**config.mk**
```make
export PLATFORM = sky130hd
export DESIGN_NAME = dfr_target_ctrl
export DESIGN_NICKNAME = d
export VERILOG_FILES = /design/src/rtl/dfr_pkg.sv /design/src/rtl/dfr_decide.sv /design/src/rtl/dfr_slot.sv /design/src/rtl/dfr_errflag.sv /design/src/rtl/dfr_target_ctrl.sv
export SDC_FILE = /design/constraint.sdc
export NUM_CORES = 1
export LEC_CHECK = 0
export BUFFER_PORTS_ARGS = -buffer_cell sky130_fd_sc_hd__buf_2
export CORE_MARGIN = 2
export CORE_UTILIZATION = 35
export CTS_CLUSTER_DIAMETER = 30
export CTS_CLUSTER_SIZE = 28
export DETAILED_ROUTE_END_ITERATION = 8
export GPL_TIMING_DRIVEN = 0
export PLACE_DENSITY = 0.6
export SETUP_SLACK_MARGIN = 0.1
export SLEW_MARGIN = 15
export SYNTH_ARGS = -nofsm -noshare
export SYNTH_HDL_FRONTEND = slang
export SYNTH_SLANG_ARGS = --single-unit
```
**constraint.sdc**
```tcl
create_clock -name clk -period 7.6 [get_ports clk]
set_input_delay 1.9 -clock clk [delete_from_list [all_inputs] [get_ports clk]]
set_output_delay 1.9 -clock clk [all_outputs]
set_load 0.005 [all_outputs]
```
**src/rtl/dfr_pkg.sv**
```systemverilog
package dfr_pkg;

  typedef enum logic [1:0] {
    RSP_NONE  = 2'd0,
    RSP_DONE  = 2'd1,
    RSP_RETRY = 2'd2,
    RSP_ABORT = 2'd3
  } rsp_e;

  typedef enum logic [2:0] {
    SL_IDLE,
    SL_PW,
    SL_RD_WAIT,
    SL_RD_LOAD,
    SL_RD_READY
  } slot_e;

  typedef enum logic [2:0] {
    OP_NONE,
    OP_POST,
    OP_PARK_RD,
    OP_DROP,
    OP_HIT
  } slot_op_e;

endpackage

```
**src/rtl/dfr_decide.sv**
```systemverilog
module dfr_decide
  import dfr_pkg::*;
(
  input  logic     req,
  input  logic     is_wr,
  input  logic     aperr,
  input  logic     gnt,
  input  logic     hit,
  input  slot_e    st,
  output rsp_e     code,
  output slot_op_e op,
  output logic     imm,
  output logic     err_set
);

  always_comb begin
    code    = RSP_NONE;
    op      = OP_NONE;
    imm     = 1'b0;
    err_set = 1'b0;
    if (req) begin
      if (aperr) begin
        code = is_wr ? RSP_DONE : RSP_ABORT;
      end else begin
        unique case (st)
          SL_IDLE: begin
            if (gnt) begin
              imm  = 1'b1;
              code = RSP_DONE;
            end else if (is_wr) begin
              op   = OP_POST;
              code = RSP_DONE;
            end else begin
              op   = OP_PARK_RD;
              code = RSP_RETRY;
            end
          end
          SL_RD_READY: begin
            if (is_wr) begin
              op      = OP_DROP;
              err_set = 1'b1;
              code    = RSP_DONE;
            end else if (hit) begin
              op   = OP_HIT;
              code = RSP_DONE;
            end else begin
              code = RSP_RETRY;
            end
          end
          default: begin
            if (is_wr) begin
              op      = OP_DROP;
              err_set = 1'b1;
              code    = RSP_DONE;
            end else begin
              code = RSP_RETRY;
            end
          end
        endcase
      end
    end
  end

endmodule

```
**src/rtl/dfr_slot.sv**
```systemverilog
module dfr_slot
  import dfr_pkg::*;
#(
  parameter int ADDR_W = 12,
  parameter int DATA_W = 32,
  parameter int CMD_W  = 4
) (
  input  logic              clk,
  input  logic              rst,
  input  slot_op_e          op,
  input  logic              gnt,
  input  logic [ADDR_W-1:0] in_addr,
  input  logic [CMD_W-1:0]  in_cmd,
  input  logic [DATA_W-1:0] in_wdata,
  input  logic [DATA_W-1:0] mem_rdata,
  output slot_e             st,
  output logic              hit,
  output logic              use_en,
  output logic              use_we,
  output logic [ADDR_W-1:0] use_addr,
  output logic [DATA_W-1:0] held_data,
  output logic              pw_pending,
  output logic              rd_pending,
  output logic              need_port
);

  slot_e             st_q;
  logic [ADDR_W-1:0] addr_q;
  logic [CMD_W-1:0]  cmd_q;
  logic [DATA_W-1:0] data_q;

  assign st         = st_q;
  assign hit        = (addr_q == in_addr) && (cmd_q == in_cmd);
  assign need_port  = (st_q == SL_PW) || (st_q == SL_RD_WAIT);
  assign use_en     = need_port && gnt && (op != OP_DROP);
  assign use_we     = (st_q == SL_PW);
  assign use_addr   = addr_q;
  assign held_data  = data_q;
  assign pw_pending = (st_q == SL_PW);
  assign rd_pending = (st_q == SL_RD_WAIT) || (st_q == SL_RD_LOAD) ||
                      (st_q == SL_RD_READY);

  always_ff @(posedge clk) begin
    if (rst) begin
      st_q <= SL_IDLE;
    end else begin
      unique case (op)
        OP_POST:    st_q <= SL_PW;
        OP_PARK_RD: st_q <= SL_RD_WAIT;
        OP_DROP:    st_q <= SL_IDLE;
        OP_HIT:     st_q <= SL_IDLE;
        default: begin
          unique case (st_q)
            SL_PW:      if (gnt) st_q <= SL_IDLE;
            SL_RD_WAIT: if (gnt) st_q <= SL_RD_LOAD;
            SL_RD_LOAD: st_q <= SL_RD_READY;
            default:    st_q <= st_q;
          endcase
        end
      endcase
    end
  end

  always_ff @(posedge clk) begin
    if (op == OP_POST || op == OP_PARK_RD) begin
      addr_q <= in_addr;
      cmd_q  <= in_cmd;
    end
    if (op == OP_POST) begin
      data_q <= in_wdata;
    end else if (st_q == SL_RD_LOAD && op != OP_DROP) begin
      data_q <= mem_rdata;
    end
  end

endmodule

```
**src/rtl/dfr_errflag.sv**
```systemverilog
module dfr_errflag (
  input  logic clk,
  input  logic rst,
  input  logic set,
  input  logic clr,
  output logic flag
);

  logic flag_q;
  assign flag = flag_q;

  always_ff @(posedge clk) begin
    if (rst)      flag_q <= 1'b0;
    else if (set) flag_q <= 1'b1;
    else if (clr) flag_q <= 1'b0;
  end


  err_sticky_chk: assert property (@(posedge clk) disable iff (rst)
    flag_q && !clr |=> flag_q);


  err_set_chk: assert property (@(posedge clk) disable iff (rst)
    set |=> flag_q);

endmodule

```
**src/rtl/dfr_target_ctrl.sv**
```systemverilog
module dfr_target_ctrl
  import dfr_pkg::*;
#(
  parameter int ADDR_W = 12,
  parameter int DATA_W = 32,
  parameter int CMD_W  = 4
) (
  input  logic              clk,
  input  logic              rst,
  input  logic              bus_req,
  input  logic [CMD_W-1:0]  bus_cmd,
  input  logic [ADDR_W-1:0] bus_addr,
  input  logic [DATA_W-1:0] bus_wdata,
  input  logic              bus_aperr,
  output logic              rsp_valid,
  output logic [1:0]        rsp_code,
  output logic [DATA_W-1:0] rsp_rdata,
  output logic              mem_req,
  input  logic              mem_gnt,
  output logic              mem_en,
  output logic              mem_we,
  output logic [ADDR_W-1:0] mem_addr,
  output logic [DATA_W-1:0] mem_wdata,
  input  logic [DATA_W-1:0] mem_rdata,
  input  logic              err_clr,
  output logic              err_flag,
  output logic              pw_pending,
  output logic              rd_pending
);

  localparam int WR_BIT = 0;

  logic              is_wr;
  rsp_e              code;
  slot_op_e          op;
  logic              imm;
  logic              err_set;
  slot_e             st;
  logic              hit;
  logic              use_en;
  logic              use_we;
  logic [ADDR_W-1:0] use_addr;
  logic [DATA_W-1:0] held_data;

  rsp_e rsp_q;
  logic rsp_mem_q;

  assign is_wr = bus_cmd[WR_BIT];

  dfr_decide u_decide (
    .req     (bus_req),
    .is_wr   (is_wr),
    .aperr   (bus_aperr),
    .gnt     (mem_gnt),
    .hit     (hit),
    .st      (st),
    .code    (code),
    .op      (op),
    .imm     (imm),
    .err_set (err_set)
  );

  dfr_slot #(.ADDR_W(ADDR_W), .DATA_W(DATA_W), .CMD_W(CMD_W)) u_slot (
    .clk        (clk),
    .rst        (rst),
    .op         (op),
    .gnt        (mem_gnt),
    .in_addr    (bus_addr),
    .in_cmd     (bus_cmd),
    .in_wdata   (bus_wdata),
    .mem_rdata  (mem_rdata),
    .st         (st),
    .hit        (hit),
    .use_en     (use_en),
    .use_we     (use_we),
    .use_addr   (use_addr),
    .held_data  (held_data),
    .pw_pending (pw_pending),
    .rd_pending (rd_pending),
    .need_port  (mem_req)
  );

  dfr_errflag u_err (
    .clk  (clk),
    .rst  (rst),
    .set  (err_set),
    .clr  (err_clr),
    .flag (err_flag)
  );

  // Memory port: parked work and immediate access never coincide,
  // since an immediate access needs an empty slot.
  always_comb begin
    mem_en    = use_en | imm;
    mem_we    = use_en ? use_we : is_wr;
    mem_addr  = use_en ? use_addr : bus_addr;
    mem_wdata = use_en ? held_data : bus_wdata;
  end

  always_ff @(posedge clk) begin
    if (rst) begin
      rsp_q     <= RSP_NONE;
      rsp_mem_q <= 1'b0;
    end else begin
      rsp_q     <= code;
      rsp_mem_q <= imm && !is_wr;
    end
  end

  assign rsp_valid = (rsp_q != RSP_NONE);
  assign rsp_code  = rsp_q;
  assign rsp_rdata = rsp_mem_q ? mem_rdata : held_data;


  imm_access_chk: assert property (@(posedge clk) disable iff (rst)
    bus_req && !bus_aperr && mem_gnt && !pw_pending && !rd_pending
    |-> mem_en && mem_addr == bus_addr && mem_we == is_wr);


  mem_req_hold_chk: assert property (@(posedge clk) disable iff (rst)
    mem_req && !mem_gnt && !bus_req |=> mem_req);


  pw_read_retry_chk: assert property (@(posedge clk) disable iff (rst)
    pw_pending && bus_req && !is_wr && !bus_aperr |=> rsp_code == RSP_RETRY);


  early_read_retry_chk: assert property (@(posedge clk) disable iff (rst)
    (st == SL_RD_WAIT || st == SL_RD_LOAD) && bus_req && !is_wr && !bus_aperr
    |=> rsp_code == RSP_RETRY);


  aperr_abort_chk: assert property (@(posedge clk) disable iff (rst)
    bus_req && bus_aperr && !is_wr |=> rsp_code == RSP_ABORT);

endmodule

```
======== Yosys cells after proc, flatten, opt, wreduce, memory -nomap -nowiden ========
Cells that the tools add are included.
storage, ports and cells
  bits of input ports ..................... 86
  output and inout port bits .............. 85
  register bits after elaboration ......... 55
  logic and storage cells ................. 75
operators by class
  reduce and logical (&&, ||, !) cells .... 18
  multiplexer cells ....................... 35
  equal/unequal tests ..................... 13
  bitwise gates (word level) .............. 2
operator list
  cell                  number
  $mux W32              4
  $mux W3               7
  $pmux W3 S3           2
  $mux W2               8
  $eq A12 B12 Y1        1
  $eq A3 B2 Y1 const B  4
  $mux W12              1
  $mux W1               11
  $eq A3 B1 Y1 const B  2
  $eq A3 B3 Y1 const B  2
  $pmux W3 S2           1
  $reduce_bool A2 Y1    3
  $reduce_bool A6 Y1    1
  $logic_and A1 B1 Y1   5
  $ne A5 B3 Y1 const B  1
  $ne A5 B5 Y1 const B  1
  $eq A4 B4 Y1          1
  $logic_or A1 B1 Y1    4
  $pmux W2 S2           1
  $reduce_or A2 Y1      2
  $logic_not A3 Y1      1
  $ne A3 B2 Y1 const B  1
  $reduce_and A3 Y1     1
  $logic_not A1 Y1      1
  other kinds (2)       2

======== Depth between registers and ports, before layout ========
Gate-level depths: netlist (run 1).
  word-level depth ........................ 11
  depth in mapped cells ................... 6
  mapped depth without buffers ............ 5

======== Hierarchy ========
Synthesis (run 1) repeated with hierarchy kept, for this count alone.
second synthesis, totals
  cell total of the unflattened synthesis .. 254
  area, all modules ....................... 3,768.6 um^2
modules (own cells, without submodules)
  module           area each (um^2)  cells an instance  times used  seq. area each (um^2)
  dfr_slot         2,354.8           141                1           1,501.4
  dfr_target_ctrl  1,253.7           94                 1           60.1
  dfr_decide       121.4             15                 1           0.0
  dfr_errflag      38.8              4                  1           20.0

======== Worst setup path after synthesis (run 1) ========
No wires, ideal clock.
  path kind ............................... input port to output port
  start point ............................. input port bus_req
  end point ............................... output port mem_addr[10]
  stages on the path ...................... 6
  setup slack ............................. 2,692 ps
  data required time ...................... 5,700 ps
  buffers on the path ..................... 2
  arrival time ............................ 3,008 ps
  cell sequence ........................... nor2b_1 > nand2_1 > nand3b_1 > buf_2 > buf_2 > mux2_2
on the way
  cells in the longest elaborated chain, start to end .. 4
ends and longest elaborated chain
  element              line                   RTL
  start: declaration   dfr_target_ctrl.sv:10  input logic bus_req,
  $mux W3              dfr_decide.sv:21       if (req) begin
  $ne A3 B2 Y1         dfr_slot.sv:35         assign use_en = need_port && gnt && (op != OP_DROP);
  $logic_and A1 B1 Y1  dfr_slot.sv:35
  $mux W12             dfr_target_ctrl.sv:96  mem_addr = use_en ? use_addr : bus_addr;
  end: declaration     dfr_target_ctrl.sv:22  output logic [ADDR_W-1:0] mem_addr,
Every way passes these cells.

======== Final worst setup path (run 1) ========
  start point ............................. input port bus_aperr
  end point ............................... output port mem_addr[8]
on the way
  cells in the longest elaborated chain, start to end .. 5
ends and longest elaborated chain
  element              line                   RTL
  start: declaration   dfr_target_ctrl.sv:14  input logic bus_aperr,
  $mux W3              dfr_decide.sv:22       if (aperr) begin
  $mux W3              dfr_decide.sv:21
  $ne A3 B2 Y1         dfr_slot.sv:35
  $logic_and A1 B1 Y1  dfr_slot.sv:35
  $mux W12             dfr_target_ctrl.sv:96
Every way passes these cells.

==> impl_results.md, run 1 <==
* Clock Path Buffers at 2
* Initial DRC Count at roughly 110
* Initial core utilization at a little over a third
* Post-synth EDFFs at 48
* Core area at 9770 sq um
* First-pass GRT wire length at ~14000 um
* TritonRoute pass-1 iters at 4
* WP buf/inv at 4
* RR Startpoint: u_slot.st[1]
* Final Max Slew Viols at 0
* Clk_lat worst skew at between 300 and 400 ps
* Antenna viol nets, final at 0
* CP most frequent cell: buf_2
* CP required at approximately 5700 ps
* Worst hold path type: register to register
* Root buffer cell: clkbuf_8
* Clock Power Share at 26.3%
* Max VDD drop at about 0.07 mV
* Reg power frac at 55.1%
* Final net count at 520
* Final Hold Fails at 0
* Mapped Nets at 342
* Leakage at 2.03 nW
* Slew @ Worst Pin at roughly 860 ps
* Wire per inst at 16.2 um
* Critical Path Start Type: input pin
* Area of the multi-input gates at about 1900 sq um
* Reg2Reg Setup Slack at ~5000 ps
* FF-to-FF path depth at 5
* Antenna violations before repair at 0
* Gate Count Post-Synth at 256
* WHS Endpoint: u_err.flag
* Final count of negative-setup-slack endpoints at 0
* Die height at around 100 um
* Total power per unit cell area at roughly 130 nW/um^2
* Num rows at 36
* Synthesis-to-finish area growth at 32.0%
* Die width at around 100 um
* Area contributors post-synth: edfxtp_1 (41%), mux2_2 (25%), mux2_4 (13%)
* Crit path capture type: primary output
* N_diodes at 0
* Crit path max-delay family: buffers and inverters
* CP Max Fanout at 10
* Reg-to-reg critical path endpoint: u_slot.held_data[25]
* Sequential fraction of the synthesis area at between 40% and 50%
* DRT Wirelength at 9190 um
* Fraction of registers with async set/reset at 0%
* Die ar. at about 11000 sq um
* Post_cts resized at 0
* Stages on the worst setup path at 8
* Worst Path Arrival at around 3500 ps
* Largest net degree at the start of global routing at 21
* Number of global-route vias before repair at around 2800
* Sw power at roughly 150 uW
* Post-Syn Area per Cell at around 14 sq um
* Post-Syn Area at ~3500 sq um
* Io pins at between 150 and 200
* Top cell types by occurrence after synthesis: mux2_2 (80), edfxtp_1 (48), mux2_4 (30)
* Global router's overall resource usage at 16.0%
* Grt ovf at 0
* FF+latch area at between 1500 and 2000 sq um
* Util after Layout at 47.8%
* Via count at roughly 2800
* Most numerous cell in the Yosys netlist: mux2_2
* HPWL Detailed at ~6800 um
* Crit-path cells: buf_2 -> nor2b_1 -> nand2_1 -> nand3b_1 -> buf_2 -> buf_2 -> mux2_2 -> buf_2
* RePlAce Congestion at about 0.78
* Via-to-Cell Ratio at a little under 5
* HP Start: u_err.flag
* # fillers at around 940
* Int Power at 468 uW
* Minimum clock period at around 5400 ps
* Clk sinks at between 50 and 60
* Clock transition at path regs at about 90 ps
* CTS Buf Count at 5
* Distinct cells, synth at 41
* Max Cap Viol at 0
* Layout cell share with drive strength beyond 1 at about 70%
* DRC at 0
* Post-synth top area share at 40.7%
* CP max stage delay at 370 ps
* Max_slew headroom at between 40% and 50%
* Setup CP Type: input pin to primary output
* Prevailing post-synth register cell: edfxtp_1
* Worst Hold Path Cells at 2
* Post-synth top area cell: edfxtp_1
* Synthesis warning total at 0
* RSZ-0062 raised after global routing: false
* Hold Buf Count CTS at 0
* Final setup TNS at 0 ps
* Fmax at ~0.18 GHz
* FF+latch count, synth at 55
* Slowest CP cell: mux2_2
* Clock skew at 11.9 ps
* CTS tree: yes
* Post-CTS Setup Bufs at 0
* H-tree depth at 2
* Switch share at about a quarter
* Status: finished clean
* Buffers on Ports at 170
* Tcrit/Tclk final at between 70% and 80%
* Combinational power share at between 10% and 20%
## logic make-up after synthesis
family | synth area share (%)
flops | 44.7
compound gates | 3.61
mux | 38.5
xor+xnor | 4.21
simple gates | 6.22
buf+inv | 2.79
## placed cells by master (no fill, tap or decap), types with 2 or more instances in the layout
cell,instances
a21oi_1,5
buf_1,3
buf_2,177
buf_6,3
clkbuf_1,5
clkbuf_8,5
dfxtp_1,7
edfxtp_1,48
inv_1,2
mux2_2,80
mux2_4,30
nand2_1,2
nand2b_1,2
nand4_1,4
nor2_1,8
nor2b_1,2
nor3_1,5
nor4_1,2
o21ai_0,3
xnor2_1,17
## layer usage
metal	global-route usage (%)	wire [um]	vias up
li1	-	-	1327
met1	20.3	4050	1354
met2	27.5	4520	84
met3	2.93	494	11
met4	5.02	133	0
met5	0	0	-
## flip-flops by register name (all words and copies together), names as in the netlist
signal / flops
u_slot.use_addr: 12
u_slot.cmd_q: 4
u_slot.held_data: 32
u_slot.st: 3
rsp_code: 2
rsp_mem_q: 1
u_err.flag: 1
## power groups by stage
| stage | clock network, mW | logic, mW | registers, mW |
|---|---|---|---|
| 2_1_floorplan | 0 | 0.0588 | 0.346 |
| 3_3_place_gp | 0 | 0.113 | 0.346 |
| 3_5_place_dp | 0 | 0.115 | 0.346 |
| 4_1_cts | 0.168 | 0.116 | 0.340 |
| 5_1_grt | 0.180 | 0.125 | 0.340 |
| 6_report | 0.162 | 0.115 | 0.340 |
## tightest hold or removal path: cells and delay by family (launching register included)
kind | cells | cell delay [ps]
and+or+nand+nor | 1 | 60
AOI/OAI and AO/OA | 1 | 60
DFF | 1 | 320
## layout make-up
type	instances	share of cell area, %
Multi-Input combinational cell	183	39.9
Timing Repair Buffer	171	18.8
Clock buffer	7	1.63
Buffer	16	1.96
Clock inverter	1	0.107
Tap cell	133	3.56
Inverter	2	0.161
Sequential cell	55	33.9
## metrics by stage
stage          cell area (sq um)  worst slack, ps  hold WS (ps)  std cells  power (mW)
6_report                    4670             2180           488        568       0.616
5_1_grt                     4670             2060           523        568       0.645
4_1_cts                     4670             2160           498        568       0.624
3_5_place_dp                4590             2160           480        560       0.461
3_3_place_gp                4560             2150           464        559       0.460
2_1_floorplan               3540             2690           460        256       0.404
## how the worst max path moves through the flow
| stage | startpoint | end | slack, ps |
|---|---|---|---|
| floorplan | bus_req | mem_addr[10] | 2690 |
| detailed placement | bus_aperr | mem_addr[8] | 2160 |
| finish | bus_aperr | mem_addr[8] | 2180 |
| CTS | bus_aperr | mem_addr[8] | 2160 |
| global placement | bus_aperr | mem_wdata[4] | 2150 |
| global route | bus_aperr | mem_addr[9] | 2060 |
Power figures use the tool's default switching activity.
==> run 2, diff against run 1 <==
ABC_AREA = 1   (was unset)
clock period = 5.3 ns   (was 7.6 ns; I/O delays follow)
==> run 2 against run 1 <==
Effect of this change: clock power increased by 62%; clock-buffer cell count up 1; critical endpoint is now mem_wdata[2]; final area rose by 1.7%; sequential share of layout area is 0.58 points lower; critical path depth increased by 1; wire length rose by 16%; sequential cell count unchanged; first-iteration DRC count up 76%; via count up 26%; register-to-register slack got worse by 2200 ps; core utilization shrank 0.91 points; sequential power increased by 62%.
==> impl_results.md, run 2 <==
* Wire length on met2 at around 5100 um
* Placed Area at ~4700 sq um
* Grt ovf at 0
* Status: finished clean
* Global router's overall resource usage at about a fifth
* Synthesis-to-finish area growth at 31.9%
* Number of global-route vias before repair at 3465
* Clk sinks at 55
* Initial core utilization at 35.6%
* CP required at between 3000 and 4000 ps
* Slew @ Worst Pin at slightly above 700 ps
* Total power per unit cell area at 312 nW/um^2
* Met3 WL at between 600 and 700 um
* Largest net degree at the start of global routing at 18
* Final worst slack at 1020 ps
* Max_slew headroom at a little over half
* Post-Syn Area at around 3600 sq um
* Area contributors post-synth: edfxtp_1 (40%), nand2_1 (15%), mux2_4 (12%)
* Prevailing post-synth register cell: edfxtp_1
* Hold Buf Count CTS at 0
* DRT met1 WL at 4810 um
* Setup WS pre-CTS at roughly 1000 ps
* Clock Power Share at between 10% and 20%
* Via-to-Cell Ratio at roughly 4.6
* First-pass GRT wire length at approximately 17000 um
* Crit path capture type: primary output
* Final setup TNS at 0 ps
* Tot Pwr at around 1.5 mW
* Reg2Reg Setup Slack at between 2000 and 3000 ps
* Final net count at ~700
* TritonRoute pass-1 iters at 4
* Final count of negative-setup-slack endpoints at 0
* Design area at about 4800 sq um
* CTS tree: yes
* Max FFs per register at 32
* DR top layer: met4
* Post-synth EDFFs at 48
* DRC at 0
* Core area at 10100 sq um
* Clock skew at between 8 and 9 ps
* Num rows at 37
* Synthesis warning total at 0
* Worst Path Arrival at a little under 3000 ps
* Int Power at roughly 930 uW
* FF+latch count, synth at 55
* Die width at around 110 um
* Switch share at 37.2%
* Final Hold Fails at 0
* Post-synth top area cell: edfxtp_1
* Most common cell after layout, fill and taps aside: buf_2
* Final Max Slew Viols at 0
* Combinational power share at between 40% and 50%
* CP Max Fanout at 10
* Root buffer cell: clkbuf_8
* H-tree depth at 2
* Io pins at roughly 170
* Antenna viol nets, final at 0
* RSZ-0062 raised after global routing: false
* Critical Path Start Type: input pin
* Most numerous cell in the Yosys netlist: nand2_1
* Distinct cells, synth at 24
* Post-synth top area share at 40.0%
* Post-CTS Setup Bufs at 0
* Fraction of registers with async set/reset at 0%
* Post-Syn Area per Cell at roughly 8 sq um
* Tcrit/Tclk final at roughly four fifths
* Clk_lat worst skew at 310 ps
* Wire per inst at about 14 um
* DRT Wirelength at 10700 um
* Mapped Nets at 532
* Setup CP Type: input pin to primary output
* RePlAce Congestion at roughly 0.86
* Max VDD drop at around 0.16 mV
* Clock Path Buffers at 2
* Antenna violations before repair at 0
* Die height at roughly 110 um
* CTS Buf Count at 5
* Die ar. at 11100 sq um
* Sequential fraction of the synthesis area at a little over two fifths
* Clock transition at path regs at around 100 ps
* HPWL Detailed at 8340 um
* Fmax at 0.233 GHz
* Via count at around 3500
* Most frequent cells in the layout: buf_2 (171), nand2_1 (142), o21ai_0 (77), inv_1 (72), edfxtp_1 (48)
* Buffers on Ports at 170
* Initial DRC Count at between 150 and 200
* Max Cap Viol at 0
* N_diodes at 0
* Gate Count Post-Synth at ~450
* Worst hold path type: register to register
* Leakage at between 2 and 3 nW
* Layout cell share with drive strength beyond 1 at a little over a third
* Post_cts resized at 0
* Reg power frac at a little under two fifths
* Minimum clock period at 4280 ps
* Top cell types by occurrence after synthesis: nand2_1 (142), o21ai_0 (78), inv_1 (72)
* Sw power at between 500 and 600 uW
## run 2: kinds of logic (layout without fill, tap and decap cells)
group | count (synthesis) | in the layout | synth area share [%]
xor+xnor | 1 | 1 | 0.243
simple gates | 181 | 181 | 20.4
compound gates | 84 | 84 | 12.0
mux | 33 | 33 | 13.2
flops | 55 | 55 | 43.9
buf+inv | 92 | 271 | 10.2
## run 2: final timing paths
path,from,endpoint,cells past startpoint
worst max-delay path,bus_req,mem_wdata[2],9
worst min-delay path,u_err.flag,u_err.flag,2
worst max register to register,u_slot.st[0],u_slot.held_data[15],8
worst min register to register,u_err.flag,u_err.flag,2
## run 2: critical path, stage by stage
cell and delay (ps):
buf_2 90, inv_1 50, nor2_1 250, o211ai_2 260, nand3_4 190, clkbuf_1 410
nand2_1 100, o21ai_0 120, buf_2 160
## run 2: stage by stage
step,std cells,utilization (%),hold slack (ps)
floorplan,446,-,454
global placement,752,45.6,452
detailed placement,753,45.9,469
CTS,761,46.9,483
global route,761,46.9,520
finish,761,46.9,474
## run 2: power by group through the flow
stage	Sequential, mW	Clock, mW	Combinational, mW
5_1_grt	0.556	0.287	0.751
6_report	0.551	0.262	0.670
3_5_place_dp	0.561	0	0.676
3_3_place_gp	0.564	0	0.660
2_1_floorplan	0.559	0	0.367
4_1_cts	0.551	0.272	0.680
## run 2: per-layer routing
metal	global-route usage, %	up-vias
li1	-	1799
met1	24.0	1554
met2	33.6	132
met3	3.09	10
met4	3.71	0
met5	0	-
## run 2: final cells by class
class	instances	area [sq um]
inverter	73	274
tap	136	170
sequential	55	1580
multi-input combinational	299	1670
fill	1023	5390
buffer	19	95.1
timing repair buffer	171	866
clock buffer	8	101
==> run 3, diff against run 2 <==
PLACE_DENSITY = 0.63   (was 0.6)
clock period = 3.6 ns   (was 5.3 ns; I/O delays follow)
==> run 3 against run 2 <==
Effect of this change: clock power increased by 55%; worst hold slack got worse by 3.1 ps; global-route usage decreased by 0.49 points; total power increased by 49%; clock skew increased by 2.3 ps; clock-buffer cell count decreased by 2; setup slack got worse by 780 ps; sequential share of layout area decreased by 0.12 points; critical path depth decreased by 1; non-clock buffer count unchanged; sequential cell count unchanged; largest cell class unchanged; largest power group unchanged.
==> impl_results.md, run 3 (synthesis results as in run 2) <==
* Clock skew at 11.2 ps
* Tot Pwr at between 2 and 2.5 mW
* Max VDD drop at around 0.28 mV
* Num rows at 37
* Crit path capture type: primary output
* Number of global-route vias before repair at approximately 3400
* CP max stage delay at roughly 400 ps
* Via count at between 3000 and 4000
* HP Start: u_err.flag
* Final worst slack at around 240 ps
* Slew @ Worst Pin at approximately 710 ps
* Reg2Reg Setup Slack at about 1300 ps
* Leakage at 2.52 nW
* Die height at approximately 110 um
* # fillers at roughly 1000
* Io pins at between 150 and 200
* Final Hold Fails at 0
* RSZ-0062 raised after global routing: true
* Wire per inst at about 14 um
* Crit path max-delay family: buffers and inverters
* Clock transition at path regs at ~100 ps
* Die ar. at 11100 sq um
* H-tree depth at 2
* Most frequent cells in the layout: buf_2 (171), nand2_1 (142), o21ai_0 (77), inv_1 (72), edfxtp_1 (48)
* Tcrit/Tclk final at slightly above 90%
* Slowest CP cell: clkbuf_1
* Initial core utilization at a little over a third
* Initial DRC Count at between 200 and 250
* Layout cell share with drive strength beyond 1 at a little over a third
* RePlAce Congestion at 0.860
* Fmax at roughly 0.30 GHz
* Synthesis-to-finish area growth at 32.4%
* TritonRoute pass-1 iters at 4
* Final net count at 710
* Setup WS pre-CTS at ~170 ps
* HPWL Detailed at roughly 8000 um
* Antenna violations before repair at 0
* CTS tree: yes
* Via-to-Cell Ratio at approximately 4.8
* Total power per unit cell area at between 400 and 500 nW/um^2
* Reg-to-reg critical path endpoint: u_slot.use_addr[7]
* Non-Filler Instances at 760
* Worst Hold Path Cells at 2
* DRT Wirelength at between 10000 and 15000 um
* Grt ovf at 0
* WHS Endpoint: u_err.flag
* Status: finished clean
* Most common cell after layout, fill and taps aside: buf_2
* First-pass GRT wire length at around 16000 um
* Max_slew headroom at 52.4%
* Antenna viol nets, final at 0
* Minimum clock period at about 3400 ps
* Placed cells at 753
* Die width at 105 um
* Worst Path Arrival at about 2500 ps
* Setup CP Type: input pin to primary output
* N_diodes at 0
* Global router's overall resource usage at a little under a fifth
* FF-to-FF path depth at 7
* Max FFs per register at 32
* Core area at roughly 10000 sq um
* Clk_lat worst skew at 300 ps
* Crit-path cells: buf_2 -> inv_1 -> nor2_1 -> o211ai_2 -> nand3_4 -> clkbuf_1 -> o21ai_0 -> buf_2
* Critical Path Start Type: input pin
* Final count of negative-setup-slack endpoints at 0
* Clock Path Buffers at 2
* Root buffer cell: clkbuf_8
* RR Startpoint: u_slot.st[0]
* CTS Buf Count at 5
* CP required at about 2700 ps
* Largest net degree at the start of global routing at 26
* WP buf/inv at 4
* CP Max Fanout at 10
* Buffers on Ports at 170
* Final Max Slew Viols at 0
* Worst hold path type: register to register
* DRC at 0
* Clk sinks at 55
* CP most frequent cell: buf_2
* Max Cap Viol at 0
-- run 3: changes by cell type in the layout (fill, tap and decap cells not counted) --
| cell | delta |
|---|---|
| clkbuf_1 | -4 |
| clkbuf_16 | -1 |
| bufinv_16 | +1 |
| buf_16 | +1 |
| buf_8 | -1 |
| clkbuf_2 | +3 |
-- run 3: per-layer routing --
| metal | routed length, um | GRT usage, % |
|---|---|---|
| met1 | 4810 | 24.1 |
| met2 | 4980 | 31.4 |
| met3 | 772 | 3.59 |
| met4 | 105 | 3.81 |
| met5 | 0 | 0 |
-- run 3: how the worst max path moves through the flow --
stage	cells past startpoint	slack, ps	from	end
finish	8	240	bus_req	mem_wdata[2]
global route	8	70	bus_req	mem_wdata[2]
CTS	9	170	bus_req	mem_wdata[2]
detailed placement	9	170	bus_req	mem_wdata[2]
global placement	7	-820	bus_cmd[0]	u_slot.held_data[1]
floorplan	7	170	bus_req	u_slot.held_data[0]
-- run 3: power by group --
part | switching [mW] | total [mW] | internal (mW)
clock | 0.202 | 0.406 | 0.205
sequential | 0.0270 | 0.810 | 0.783
combinational | 0.584 | 0.998 | 0.414
total | 0.813 | 2.21 | 1.40
-- run 3: layout make-up --
type                            instances  area (sq um)  area share [%]
Tap cell                              136           170            3.57
Sequential cell                        55          1580            33.1
Clock buffer                            6          72.6            1.52
Timing Repair Buffer                  171           878            18.4
Buffer                                 19          98.8            2.07
Multi-Input combinational cell        299          1670            34.9
Inverter                               73           274            5.74
Clock inverter                          1          30.0           0.629
-- run 3: timing repair --
action,4_1_cts,5_1_grt
endpoints found under the setup margin,0,24
gates resized for setup,0,6
setup buffers,0,0
hold buffers,0,0
hold endpoints to repair,0,0
-- run 3: worst min-delay path: cells and delay by family (launching register included) --
family / cells / cell delay (ps)
flops: 1 / 320
simple gates: 1 / 60
compound gates: 1 / 50
-- run 3: stage by stage --
step	instance area [sq um]	setup TNS, ps	utilization, %	hold slack (ps)
final	4770	0	47.1	471
after global routing	4770	0	47.1	504
after detailed placement	4660	0	46.0	461
after floorplan	3600	0	-	454
after global placement	4630	-26160	45.6	452
after CTS	4770	0	47.0	476
